**src/rtl/hsec_pkg.sv**
```systemverilog
`timescale 1ns/1ps
package hsec_pkg;
  localparam int HS_DATA_W = 32;
  localparam int HS_CHK_W  = 6;
  localparam int HS_CODE_W = HS_DATA_W + HS_CHK_W;

  // True for 1, 2, 4, 8, ...: the slots reserved for check bits.
  function automatic bit hs_is_pow2(int p);
    return (p > 0) && ((p & (p - 1)) == 0);
  endfunction

  // Codeword position (1-based) of data bit idx.
  function automatic int hs_data_pos(int idx);
    int res;
    int cnt;
    res = 0;
    cnt = 0;
    for (int p = 1; p < 128; p++) begin
      if (!hs_is_pow2(p)) begin
        if (cnt == idx) res = p;
        cnt++;
      end
    end
    return res;
  endfunction

  // Data bits covered by check bit k: those whose position has bit k set.
  function automatic logic [63:0] hs_cover_mask(int k, int dw);
    logic [63:0] m;
    m = '0;
    for (int i = 0; i < 64; i++) begin
      if (i < dw) m[i] = ((hs_data_pos(i) >> k) & 1) != 0;
    end
    return m;
  endfunction

  // Location-vector bits (index p-1) that name check-bit positions.
  function automatic logic [63:0] hs_check_loc_mask(int cw);
    logic [63:0] m;
    m = '0;
    for (int p = 1; p <= 64; p++) begin
      if (p <= cw) m[p-1] = hs_is_pow2(p);
    end
    return m;
  endfunction
endpackage

```
**src/rtl/hsec_encoder.sv**
```systemverilog
`timescale 1ns/1ps
module hsec_encoder
  import hsec_pkg::*;
#(
  parameter int DATA_W = HS_DATA_W,
  parameter int CHK_W  = HS_CHK_W
) (
  input  logic [DATA_W-1:0] data,
  output logic [CHK_W-1:0]  check
);
  for (genvar k = 0; k < CHK_W; k++) begin : g_chk
    localparam logic [63:0] COVER = hs_cover_mask(k, DATA_W);
    assign check[k] = ^(data & COVER[DATA_W-1:0]);
  end
endmodule

```
**src/rtl/hsec_syndrome.sv**
```systemverilog
`timescale 1ns/1ps
module hsec_syndrome
  import hsec_pkg::*;
#(
  parameter int DATA_W = HS_DATA_W,
  parameter int CHK_W  = HS_CHK_W
) (
  input  logic [DATA_W-1:0] st_data,
  input  logic [CHK_W-1:0]  st_check,
  output logic [CHK_W-1:0]  syn
);
  logic [CHK_W-1:0] recomputed;

  hsec_encoder #(.DATA_W(DATA_W), .CHK_W(CHK_W)) i_recalc (
    .data  (st_data),
    .check (recomputed)
  );

  assign syn = recomputed ^ st_check;
endmodule

```
**src/rtl/hsec_locator.sv**
```systemverilog
`timescale 1ns/1ps
module hsec_locator
  import hsec_pkg::*;
#(
  parameter int CHK_W  = HS_CHK_W,
  parameter int CODE_W = HS_CODE_W
) (
  input  logic [CHK_W-1:0]  syn,
  output logic [CODE_W-1:0] loc,
  output logic              hit,
  output logic              fatal
);
  localparam logic [CHK_W-1:0] LIMIT = CHK_W'(CODE_W);

  for (genvar p = 1; p <= CODE_W; p++) begin : g_loc
    assign loc[p-1] = (syn == CHK_W'(p));
  end

  assign hit   = (syn != '0) && (syn <= LIMIT);
  assign fatal = (syn > LIMIT);

  always_comb begin
    assert_loc_onehot_R6: assert ($onehot0(loc))
      else $error("location vector has more than one line set");
    assert_flags_exclusive_R6: assert (!(hit && fatal))
      else $error("fixed and fatal both raised");
    if (fatal) begin
      assert_fatal_no_loc_R5: assert (loc == '0)
        else $error("fatal syndrome still selects a location");
    end
    if (hit) begin
      assert_hit_has_loc_R3: assert ($countones(loc) == 1)
        else $error("in-range syndrome selects no location");
    end
  end
endmodule

```
**src/rtl/hsec_fixer.sv**
```systemverilog
`timescale 1ns/1ps
module hsec_fixer
  import hsec_pkg::*;
#(
  parameter int DATA_W = HS_DATA_W,
  parameter int CODE_W = HS_CODE_W
) (
  input  logic [DATA_W-1:0] st_data,
  input  logic [CODE_W-1:0] loc,
  output logic [DATA_W-1:0] fixed
);
  localparam logic [63:0] CHK_LOCS = hs_check_loc_mask(CODE_W);

  logic [DATA_W-1:0] flip_sel;

  for (genvar i = 0; i < DATA_W; i++) begin : g_mux
    localparam int POS = hs_data_pos(i);
    assign flip_sel[i] = loc[POS-1];
    assign fixed[i]    = flip_sel[i] ? ~st_data[i] : st_data[i];
  end

  always_comb begin
    assert_one_flip_R6: assert ($countones(fixed ^ st_data) <= 1)
      else $error("more than one data bit inverted");
    if ((loc & CHK_LOCS[CODE_W-1:0]) != '0) begin
      assert_check_loc_keeps_data_R4: assert (fixed == st_data)
        else $error("check-bit location altered data");
    end
  end
endmodule

```
**src/rtl/hsec_codec.sv**
```systemverilog
`timescale 1ns/1ps
module hsec_codec
  import hsec_pkg::*;
#(
  parameter int DATA_W = HS_DATA_W,
  parameter int CHK_W  = HS_CHK_W
) (
  input  logic [DATA_W-1:0] wr_data,
  output logic [CHK_W-1:0]  wr_check,
  input  logic [DATA_W-1:0] rd_data,
  input  logic [CHK_W-1:0]  rd_check,
  output logic [DATA_W-1:0] rd_fixed,
  output logic              err_fixed,
  output logic              err_fatal
);
  localparam int CODE_W = DATA_W + CHK_W;

  logic [CHK_W-1:0]  syn;
  logic [CODE_W-1:0] loc;

  hsec_encoder #(.DATA_W(DATA_W), .CHK_W(CHK_W)) i_wr_enc (
    .data  (wr_data),
    .check (wr_check)
  );

  hsec_syndrome #(.DATA_W(DATA_W), .CHK_W(CHK_W)) i_syn (
    .st_data  (rd_data),
    .st_check (rd_check),
    .syn      (syn)
  );

  hsec_locator #(.CHK_W(CHK_W), .CODE_W(CODE_W)) i_loc (
    .syn   (syn),
    .loc   (loc),
    .hit   (err_fixed),
    .fatal (err_fatal)
  );

  hsec_fixer #(.DATA_W(DATA_W), .CODE_W(CODE_W)) i_fix (
    .st_data (rd_data),
    .loc     (loc),
    .fixed   (rd_fixed)
  );

  always_comb begin
    if (syn == '0) begin
      assert_clean_pass_R2: assert (rd_fixed == rd_data && !err_fixed && !err_fatal)
        else $error("clean codeword altered or flagged");
    end
    if (err_fatal) begin
      assert_fatal_pass_R5: assert (rd_fixed == rd_data)
        else $error("fatal word was modified");
    end
  end
endmodule

```
**config.mk**
```make
export PLATFORM = sky130hd
export DESIGN_NAME = hsec_codec
export DESIGN_NICKNAME = d
export VERILOG_FILES = /design/src/rtl/hsec_pkg.sv /design/src/rtl/hsec_encoder.sv /design/src/rtl/hsec_syndrome.sv /design/src/rtl/hsec_locator.sv /design/src/rtl/hsec_fixer.sv /design/src/rtl/hsec_codec.sv
export SDC_FILE = /design/constraint.sdc
export NUM_CORES = 1
export LEC_CHECK = 0
export ABC_AREA = 0
export CORE_MARGIN = 4
export CORE_UTILIZATION = 44
export DETAILED_ROUTE_END_ITERATION = 16
export PLACE_DENSITY = 0.89
export SYNTH_ARGS = -nofsm -noshare
export SYNTH_HDL_FRONTEND = slang
export SYNTH_SLANG_ARGS = --single-unit
export TNS_END_PERCENT = 30
```
**constraint.sdc**
```tcl
create_clock -name vclk -period 3.7
set_clock_uncertainty 0.15 [all_clocks]
set_input_delay 0.37 -clock vclk [all_inputs]
set_output_delay 0.37 -clock vclk [all_outputs]
set_load 0.02 [all_outputs]
```
== After elaboration in Yosys (flattened, before gate mapping) ==
Cells that the tools add are included.

* $lt $le $gt $ge: 2
* Eq/ne operators: 32
* Multiplexer cells: 32
* Bitwise logic cells: 33
* Reductions and logical operators: 14

{| class="wikitable"
|+ Operators with widths
! operator !! number
|-
| $reduce_xor A32 Y1 || 12
|-
| $eq A6 B5 Y1 const B || 15
|-
| $eq A6 B4 Y1 const B || 7
|-
| $eq A6 B6 Y1 const B || 6
|-
| $mux W1 || 32
|-
| $not A1 Y1 || 32
|-
| $eq A6 B3 Y1 const B || 3
|-
| $eq A6 B2 Y1 const B || 1
|-
| $gt A6 B6 Y1 const B || 1
|-
| $le A6 B6 Y1 const B || 1
|-
| $reduce_bool A6 Y1 || 1
|-
| $xor A6 B6 Y6 || 1
|-
| $logic_and A1 B1 Y1 || 1
|}

* Flip-flop bits (word level): 0
* Output and inout port bits: 40
* Word-level logic and storage cells: 113

== Longest topological paths before layout ==
Gate-level depths: netlist (run 1).

* Word-level depth: 4
* Mapped depth: 9
* Gate-level depth less buffers: 6

== Cells and area by module ==
Synthesis (run 1) repeated with hierarchy kept, for this count alone.

* Cell total of the unflattened synthesis: 184
* Area total of the unflattened synthesis: 1889.3 um^2

{| class="wikitable"
|+ By module, submodules not included
! module !! instances !! cells an instance !! area an instance (um^2) !! sequential area each (um^2)
|-
| hsec_encoder || 2 || 42 || 601.8 || 0.0
|-
| hsec_locator || 1 || 62 || 352.8 || 0.0
|-
| hsec_fixer || 1 || 32 || 280.3 || 0.0
|-
| hsec_syndrome || 1 || 6 || 52.6 || 0.0
|}

== Worst setup path before layout (run 1) ==
OpenSTA, ideal clock, no wires.

* Kind: input port to output port
* Start: input port rd_data[21]
* End: output port rd_fixed[3]
* Arrival time: 2.493 ns
* Path slack: 0.687 ns
* Stages on the path: 9
* Cell sequence: buf_2 -> xnor3_1 -> xnor3_1 -> xor3_1 -> buf_2 -> and2_1 -> clkbuf_1 -> nand4_1 -> xnor2_1

* Word-level cells in the longest chain between the ends: 4
* Elaborated cells between the ends (all ways): 7

{| class="wikitable"
|+ RTL lines
! item !! line !! RTL
|-
| from (decl) || hsec_codec.sv:10 || <nowiki>input logic [DATA_W-1:0] rd_data,</nowiki>
|-
| $reduce_xor A32 Y1 || hsec_encoder.sv:13 || <nowiki>assign check[k] = ^(data & COVER[DATA_W-1:0]);</nowiki>
|-
| $xor A6 B6 Y6 (*) || hsec_syndrome.sv:19 || <nowiki>assign syn = recomputed ^ st_check;</nowiki>
|-
| $eq A6 B3 Y1 (*) || hsec_locator.sv:16 || <nowiki>assign loc[p-1] = (syn == CHK_W'(p));</nowiki>
|-
| $mux W1 (*) || hsec_fixer.sv:19 || <nowiki>assign fixed[i] = flip_sel[i] ? ~st_data[i] : st_data[i];</nowiki>
|-
| to (decl) || hsec_codec.sv:12 || <nowiki>output logic [DATA_W-1:0] rd_fixed,</nowiki>
|}

Mark *: on every way between the ends. The rest lies on a longest branch, timed or not.

== Final worst setup path (run 1) ==
* Start: input port rd_data[23]
* End: output port err_fixed

* Word-level cells in the longest chain between the ends: 4
* Elaborated cells between the ends (all ways): 8

{| class="wikitable"
|+ RTL lines
! item !! line !! RTL
|-
| $reduce_xor A32 Y1 || hsec_encoder.sv:13 ||
|-
| $xor A6 B6 Y6 (*) || hsec_syndrome.sv:19 ||
|-
| $le A6 B6 Y1 or $reduce_bool A6 Y1 (tied branches) || hsec_locator.sv:19 || <nowiki>assign hit = (syn != '0) && (syn <= LIMIT);</nowiki>
|-
| $logic_and A1 B1 Y1 (*) || hsec_locator.sv:19 ||
|-
| to (decl) || hsec_codec.sv:13 || <nowiki>output logic err_fixed,</nowiki>
|}

Marked as above.

==> results of run 1 <==
## Yosys cell counts
cell type	number	share of area, %
nand4bb_1	1	0.59
nor2_1	2	0.40
nand2_1	2	0.40
clkbuf_1	4	0.79
a21boi_0	1	0.40
nor4b_2	4	3.2
nand2_2	1	0.33
xnor3_2	2	2.5
and2_1	1	0.33
nor3_1	2	0.53
xor2_1	27	12
and4bb_2	1	0.66
a41o_1	1	0.53
xnor2_1	98	45
a31oi_1	1	0.33
buf_2	3	0.79
xnor3_1	14	17
xnor2_2	1	0.86
nand3_1	12	3.2
nor2b_1	2	0.66
xor3_1	1	1.3
nor4_2	5	3.3
nand4_1	9	3.0
buf_6	1	0.59
nor4_1	2	0.66
buf_1	1	0.20
and4_1	1	0.46
## power by group through the flow
stage	sequential (W)	combinational, W	clock (W)
after CTS	0	0.00201	0
final	0	0.00216	0
after global routing	0	0.00226	0
after global placement	0	0.00194	0
after detailed placement	0	0.00201	0
after floorplan	0	0.00115	0
## critical path, cell delays in order
cell	delay, ps
clkdlybuf4s50_1	450
buf_4	160
xnor2_1	150
buf_4	140
xnor3_1	420
xnor3_2	460
buf_4	180
nor4_1	370
a31oi_1	140
dlygate4sd2_1	340
## per-layer routing
metal,vias up,wire length (µm),GRT usage [%]
met2,124,3990,50.1
li1,1014,-,-
met3,28,605,2.87
met5,-,0,0
met1,986,2690,27.0
met4,0,342,9.05
## cell usage in the layout, fill, tap and decap left out, types with 4 or more instances in the layout
cell / n
clkdlybuf4s15_1: 5
xnor3_2: 5
nand4_1: 9
nor4_2: 4
clkdlybuf4s50_1: 76
xor2_1: 25
xnor2_2: 4
dlygate4sd2_1: 8
xnor3_1: 12
buf_4: 63
clkbuf_2: 18
xnor2_1: 95
nand3_1: 12
## cells by family (layout without fill, tap and decap cells)
kind of cell / after synthesis / after routing
and+or+nand+nor: 45 / 45
xor gates and xnor gates: 143 / 144
AOI/OAI and AO/OA: 3 / 3
buffers and inverters: 9 / 173
## what timing repair did
| action | in CTS | in global routing |
|---|---|---|
| resized for setup | 50 | 50 |
| cloned | 0 | 1 |
| hold endpoints to repair | 0 | 0 |
| setup buffers | 1 | 1 |
| endpoints found under the setup margin | 34 | 32 |
| pin swaps | 2 | 3 |
## stage by stage
step,cell area [µm²],setup slack [ps],hold slack (ps),instances
after floorplan,1900,687,718,200
after global placement,3480,-288,1700,412
after detailed placement,3480,-436,1720,412
after CTS,3480,-18.2,1490,413
after global routing,3490,-110,1360,415
final,3490,4.85,1330,415
## layout make-up
class | count | share of cell area [%]
multi-input combinational | 192 | 56.0
tap | 50 | 1.79
timing repair buffer | 173 | 42.2
## how the worst min path moves through the flow
stage / end / slack, ps / cells past startpoint
after floorplan: rd_fixed[0] / 720 / 1
after global placement: rd_fixed[11] / 1700 / 3
after detailed placement: rd_fixed[11] / 1720 / 3
after CTS: rd_fixed[11] / 1490 / 3
after global routing: rd_fixed[11] / 1360 / 3
final: rd_fixed[11] / 1330 / 3
==> results.md, run 1 <==
- Status: completed
- First-pass GRT wire length: 10,600 µm
- DR iter-0 viols: 99
- Largest net degree at the start of global routing: 15
- Area of the mapped netlist: 1900 µm²
- Crit end category: output port
- Slew headroom: 71.7%
- Fin util: 85.3%
- RSZ-0062 raised after global routing: true
- Area Growth Syn to Fin: 83.4%
- Grt total ovfl: 0
- Worst-margin pin slew: 422 ps
- DR WL/cell: 18.4 µm
- Chip Width: 73.7 µm
- Area of the die: 5430 µm²
- Final #Nets: 437
- Post-Synth Simple-Gate Area: 17.6%
- Num sequential: 0
- DRC viols: 0
- Peak supply drop: 310 µV
- ANT cells: 0
- Tmin final: 3700 ps
- Register area: 0 µm²
- Vias: 2,152
- Clock Power Share: 0%
- Critical Path End: err_fixed
- Multiplexer share of the synthesized area: 0%
- Placeable Area: 4090 µm²
- Pins Over Slew Limit: 0
- Switch Pwr: 0.00115 W
- DP HPWL: 6120 µm
- F_max: 271 MHz
- Fillers: 240
- Setup TNS: 0 ps
- Final hold vios: 0
- Detail Route Antenna Nets: 0
- IO Port Bufs: 110
- Share of layout cells above drive strength 1: 30.7%
- Multi-input gate area: 1950 µm²
- Critical path launch point: rd_data[23]
- Die span in y: 73.7 µm
- Final setup violation count: 0
- Compound-Gate Fraction of Synth Area: 1.25%
- GRT Total Usage: 25.4%
- Power density over the cells: 619 nW/µm²
- Syn_area_per_cell: 9.50 µm²
- DRT Wirelength: 7630 µm
- Clkbuf count: 0
- Io pins: 110
- Netlist cell types: 27
- TritonRoute pass-1 iters: 4
- Hold_sp: rd_data[11]
- Required @ worst endpoint: 3180 ps
- Total power: 0.00216 W
- Synth Area in XOR/XNOR: 78.8%
- Hold crit path type: in2out
- Via/cell ratio: 5.19
- Seq/Total Area, Yosys: 0%
- Hold_buf cts: 0
- Post-synthesis adder-cell area fraction: 0%
- Worst-path maximum fanout: 4
- Leakage power: 1.47 nW
- Final Wtd Congestion: 0.922
- Ys Warns: 0
- Internal power: 0.00100 W
- Sequential power share: 0%
- Sw frac: 53.4%
- Crit start category: input port
- Comb pwr share: 100.0%
- Max cap viols: 0
- Initial Util: 46.5%
- Initial antenna violation count: 0
- Final period util: 99.9%
- # rows: 23
- WS Path Type: in2out
- Post-Syn Instances: 200
- Number of global-route vias before repair: 2,228
- Main combinational cell family by area after synthesis: XOR/XNOR gates
- Post-synthesis net count: 270
- Arrival @ worst endpoint: 3180 ps
Note: power is estimated with default switching activity, not from simulation.
==> inputs of run 2 (changes only) <==
- CORE_UTILIZATION: 44 -> 40
- PLACE_DENSITY: 0.89 -> 0.82
- clock period: 3.7 -> 4.1 ns (I/O delays scaled with it)
==> run 2 against run 1 <==
Core utilization is 9.2 points lower. Cell area is 2.3% lower. Power is 17% lower. First-iteration DRC count is 46% lower. Cell count is 6.0% lower. Sequential cell count stayed put. Non-clock buffer count is 26 lower. Sequential share of layout area stayed put.
==> results.md, run 2 (same netlist as run 1, synthesis figures left out) <==
- Status: completed
- Met2 WL post-DR: 3250 µm
- Io pins: 110
- Pins Over Slew Limit: 0
- Met3 routed WL: 343 µm
- Tmin final: 4030 ps
- Initial antenna violation count: 0
- Power density over the cells: 523 nW/µm²
- Clkbuf count: 0
- Crit end category: output port
- First-pass GRT wire length: 9330 µm
- Fin cells: 390
- Die span in y: 76.9 µm
- Initial Util: 42.5%
- Number of global-route vias before repair: 2,009
- Grt total ovfl: 0
- Max cap viols: 0
- DP HPWL: 5240 µm
- Vias: 1,950
- Dpl cells: 387
- Worst-margin pin slew: 526 ps
- Required @ worst endpoint: 3540 ps
- Share of layout cells above drive strength 1: 18.0%
- Most common cell after layout, fill and taps aside: xnor2_1
- Hold crit path type: in2out
- Final #Nets: 410
- WS Path Type: in2out
- Final period util: 98.2%
- # rows: 24
- Final Wtd Congestion: 0.821
- Peak supply drop: 243 µV
- Hold_buf cts: 0
- Via/cell ratio: 5.00
- Placed inst area: 3280 µm²
- IO Port Bufs: 110
- Slew headroom: 64.7%
- F_max: 248 MHz
- Final setup violation count: 0
- Final worst slack: 72.8 ps
- Design area: 3400 µm²
- Area of the die: 5920 µm²
- DRC viols: 0
- Metal-1 WL: 2430 µm
- GRT Total Usage: 18.7%
- DR iter-0 viols: 53
- Placeable Area: 4470 µm²
- DR WL/cell: 15.6 µm
- Fillers: 337
- DP Worst Slack: -90.4 ps
- Chip Width: 76.9 µm
- Leakage power: 1.51 nW
- RSZ-0062 raised after global routing: true
- Top sig layer: met4
- Num sequential: 0
- DRT Wirelength: 6080 µm
- ANT cells: 0
- Largest net degree at the start of global routing: 17
- Crit start category: input port
- Final hold vios: 0
- Register area: 0 µm²
- TritonRoute pass-1 iters: 4
- Worst-path maximum fanout: 8
- Area Growth Syn to Fin: 79.1%
- Commonest non-fill, non-tap cells in the layout: xnor2_1, clkdlybuf4s50_1, buf_4
- Arrival @ worst endpoint: 3470 ps
- Detail Route Antenna Nets: 0
[run 2: cell types whose count changed in the layout (fill, tap and decap cells not counted), sizes merged]
cell,previous run,this run
clkdlybuf4s50,76,86
buf,65,37
dlymetal6s2s,0,23
clkbuf,18,0
xnor3,17,16
clkdlybuf4s15,6,0
dlygate4sd2,8,1
[run 2: layer usage]
layer	up-vias	global-route usage, %
met5	-	0
met4	0	2.72
met3	6	3.16
met2	65	35.0
met1	921	22.5
li1	958	-
[run 2: power breakdown]
group          switching (W)  total [W]  internal [W]
Clock                      0          0             0
Combinational       0.000934    0.00178      0.000847
Sequential                 0          0             0
Total               0.000934    0.00178      0.000847
[run 2: stage by stage]
stage | total power [W] | hold slack [ps] | util (%) | TNS [ps]
global placement | 0.00166 | 1760 | 73.2 | -381
global route | 0.00189 | 1480 | 76.1 | -256
floorplan | 0.00104 | 798 | - | 0
detailed placement | 0.00167 | 1780 | 73.2 | -614
finish | 0.00178 | 1440 | 76.1 | 0
CTS | 0.00170 | 1680 | 73.5 | -1.07
[run 2: worst max-delay path, cell delays in order]
cell and delay, ps:
clkdlybuf4s50_1 490, xnor3_1 440, xnor3_1 380, xnor3_2 500
buf_4 190, nor2_1 100, nand4_1 150, xnor2_1 180
clkdlybuf4s50_1 620
[run 2: repair_timing]
| item | 4_1_cts | 5_1_grt |
|---|---|---|
| pin swaps | 0 | 1 |
| hold endpoints to repair | 0 | 0 |
| buffers inserted | 0 | 3 |
| endpoints found under the setup margin | 14 | 27 |
| gates resized for setup | 5 | 30 |
[run 2: area by class of cell]
class / count / area (µm²) / area share (%)
well taps: 52 / 65.1 / 1.91
multi-input cells: 191 / 1900 / 55.9
repair buffers: 147 / 1440 / 42.2
[run 2: path summary, 6_finish.rpt]
kind,endpoint,cells after the start,startpoint
setup / recovery,rd_fixed[4],9,rd_data[29]
hold / removal,rd_fixed[29],3,rd_data[29]
==> inputs of run 3 (changes only) <==
- ABC_AREA: 0 -> 1
- CORE_UTILIZATION: 40 -> 47
- PLACE_DENSITY: 0.82 -> 0.83
- TNS_END_PERCENT: 30 -> 100
==> run 3 against run 2 <==
Non-clock buffer count down 34. Largest power group unchanged. Combinational power shrank 42%. Power shrank 42%.
==> results.md, run 3 <==
- Total power: 0.00104 W
- RSZ-0062 raised after global routing: false
- DR iter-0 viols: 210
- Share of layout cells above drive strength 1: 7.28%
- DRC viols: 0
- Final #Nets: 731
- Max cap viols: 0
- Initial Util: 49.6%
- Post-synth top cells: nand2_1, nand3_1, inv_1
- Worst-path maximum fanout: 18
- Post-synthesis net count: 627
- Setup TNS: 0 ps
- Worst-margin pin slew: 432 ps
- Via/cell ratio: 5.20
- Crit start category: input port
- ANT cells: 0
- Area Growth Syn to Fin: 39.9%
- Final period util: 93.4%
- Cell taking the most area after synthesis: nand2_1
- Grt total ovfl: 0
- Seq/Total Area, Yosys: 0%
- Fin util: 69.5%
- Crit end category: output port
- Num sequential: 0
- WS Path Type: in2out
- IO Port Bufs: 110
- Status: completed
- Arrival @ worst endpoint: 3270 ps
- Chip Width: 85.4 µm
- GRT Total Usage: 24.8%
- Hold path endpoint: rd_fixed[29]
- Number of global-route vias before repair: 3,486
- Ys Warns: 0
- Critical path launch point: rd_data[25]
- Register area: 0 µm²
- Post-Syn Instances: 557
- DRT Wirelength: 9520 µm
- Most common cell after layout, fill and taps aside: nand2_1
- Postcts setup bufs: 0
- Detail Route Antenna Nets: 0
- Pins Over Slew Limit: 0
- Fillers: 533
- Design area: 3940 µm²
- Netlist cell types: 26
- Final setup violation count: 0
- Required @ worst endpoint: 3540 ps
- # rows: 27
- Slew headroom: 71.1%
- Hold depth: 4
- Largest net degree at the start of global routing: 19
- DP HPWL: 8220 µm
- F_max: 261 MHz
- Final Wtd Congestion: 0.940
- Io pins: 110
- Hold_buf cts: 0
- Commonest non-fill, non-tap cells in the layout: nand2_1, clkdlybuf4s50_1, nand3_1
- Clkbuf count: 0
- DR WL/cell: 13.0 µm
- CTS resizes: 0
- Syn_area_per_cell: 5.06 µm²
- Die span in y: 85.4 µm
- Tmin final: 3830 ps
- Power density over the cells: 264 nW/µm²
- First-pass GRT wire length: 15,300 µm
- Leakage power: 2.04 nW
- Hold_sp: rd_data[29]
- Final hold vios: 0
- Vias: 3,801
- Peak supply drop: 214 µV
- Top post-synthesis cells by area: nand2_1, xnor2_1, nand3_1
- Area of the die: 7300 µm²
- Placed inst area: 3940 µm²
- Area of the mapped netlist: 2820 µm²
- Share of the synthesized area in the top cell type: 36.0%
- Hold crit path type: in2out
- Count leader, synth: nand2_1
- Placeable Area: 5680 µm²
- Initial antenna violation count: 0
- TritonRoute pass-1 iters: 5
run 3: cell types whose count changed in the layout (fill, tap and decap cells not counted), sizes merged, moves of 24 or more:
cell	before	now
clkdlybuf4s50	86	110
inv	0	62
buf	37	3
nand2	3	287
nand3	12	66
xnor2	99	44
run 3: metrics by stage:
stage	worst slack [ps]	hold slack, ps	cells
detailed placement	327	1790	731
global placement	378	1790	731
floorplan	1580	838	557
global route	25.3	1820	731
CTS	316	1790	731
finish	271	1790	731
run 3: metal layers:
layer,share of wire (%),vias up,GRT usage (%)
li1,-,1942,-
met1,41,1686,28.7
met2,49,157,47.6
met3,8.0,16,3.50
met4,1.8,0,5.18
met5,0,-,0
run 3: critical path: stages:
cell and delay, ps:
clkdlybuf4s50_1 630, inv_2 80, nand2_1 100, nand2_2 110, nand2_1 80, nand2_1 50
nand2_1 60, nand2_1 80, inv_1 70, nand3_1 80, nand2_2 180, inv_2 100
nor2_8 250, nand3_1 190, a21oi_1 180, clkdlybuf4s50_1 620
run 3: power breakdown:
part | leakage, nW | internal [W] | switching [W]
Clock | 0 | 0 | 0
Combinational | 2.04 | 0.000415 | 0.000626
Sequential | 0 | 0 | 0
Total | 2.04 | 0.000415 | 0.000626
run 3: kinds of logic after synthesis:
| group | count (synthesis) | synth area share (%) |
|---|---|---|
| AND/OR/NAND/NOR | 399 | 63.2 |
| XOR/XNOR | 72 | 22.6 |
| AO/OA/AOI/OAI | 12 | 2.53 |
| buffers and inverters | 74 | 11.6 |
run 3: worst max-delay path by stage:
stage                   endpoint  slack (ps)  cells past startpoint
finish                 err_fixed         270                     16
CTS                  rd_fixed[1]         320                     17
global route        rd_fixed[23]          30                     17
detailed placement     err_fixed         330                     16
floorplan              err_fixed        1580                     14
global placement       err_fixed         380                     16
run 3: cell type report:
cell class	count	area, µm²	share of cell area [%]
multi-input combinational	483	2490	63.2
timing repair buffer	113	1120	28.5
inverter	63	239	6.06
tap	72	90.1	2.28
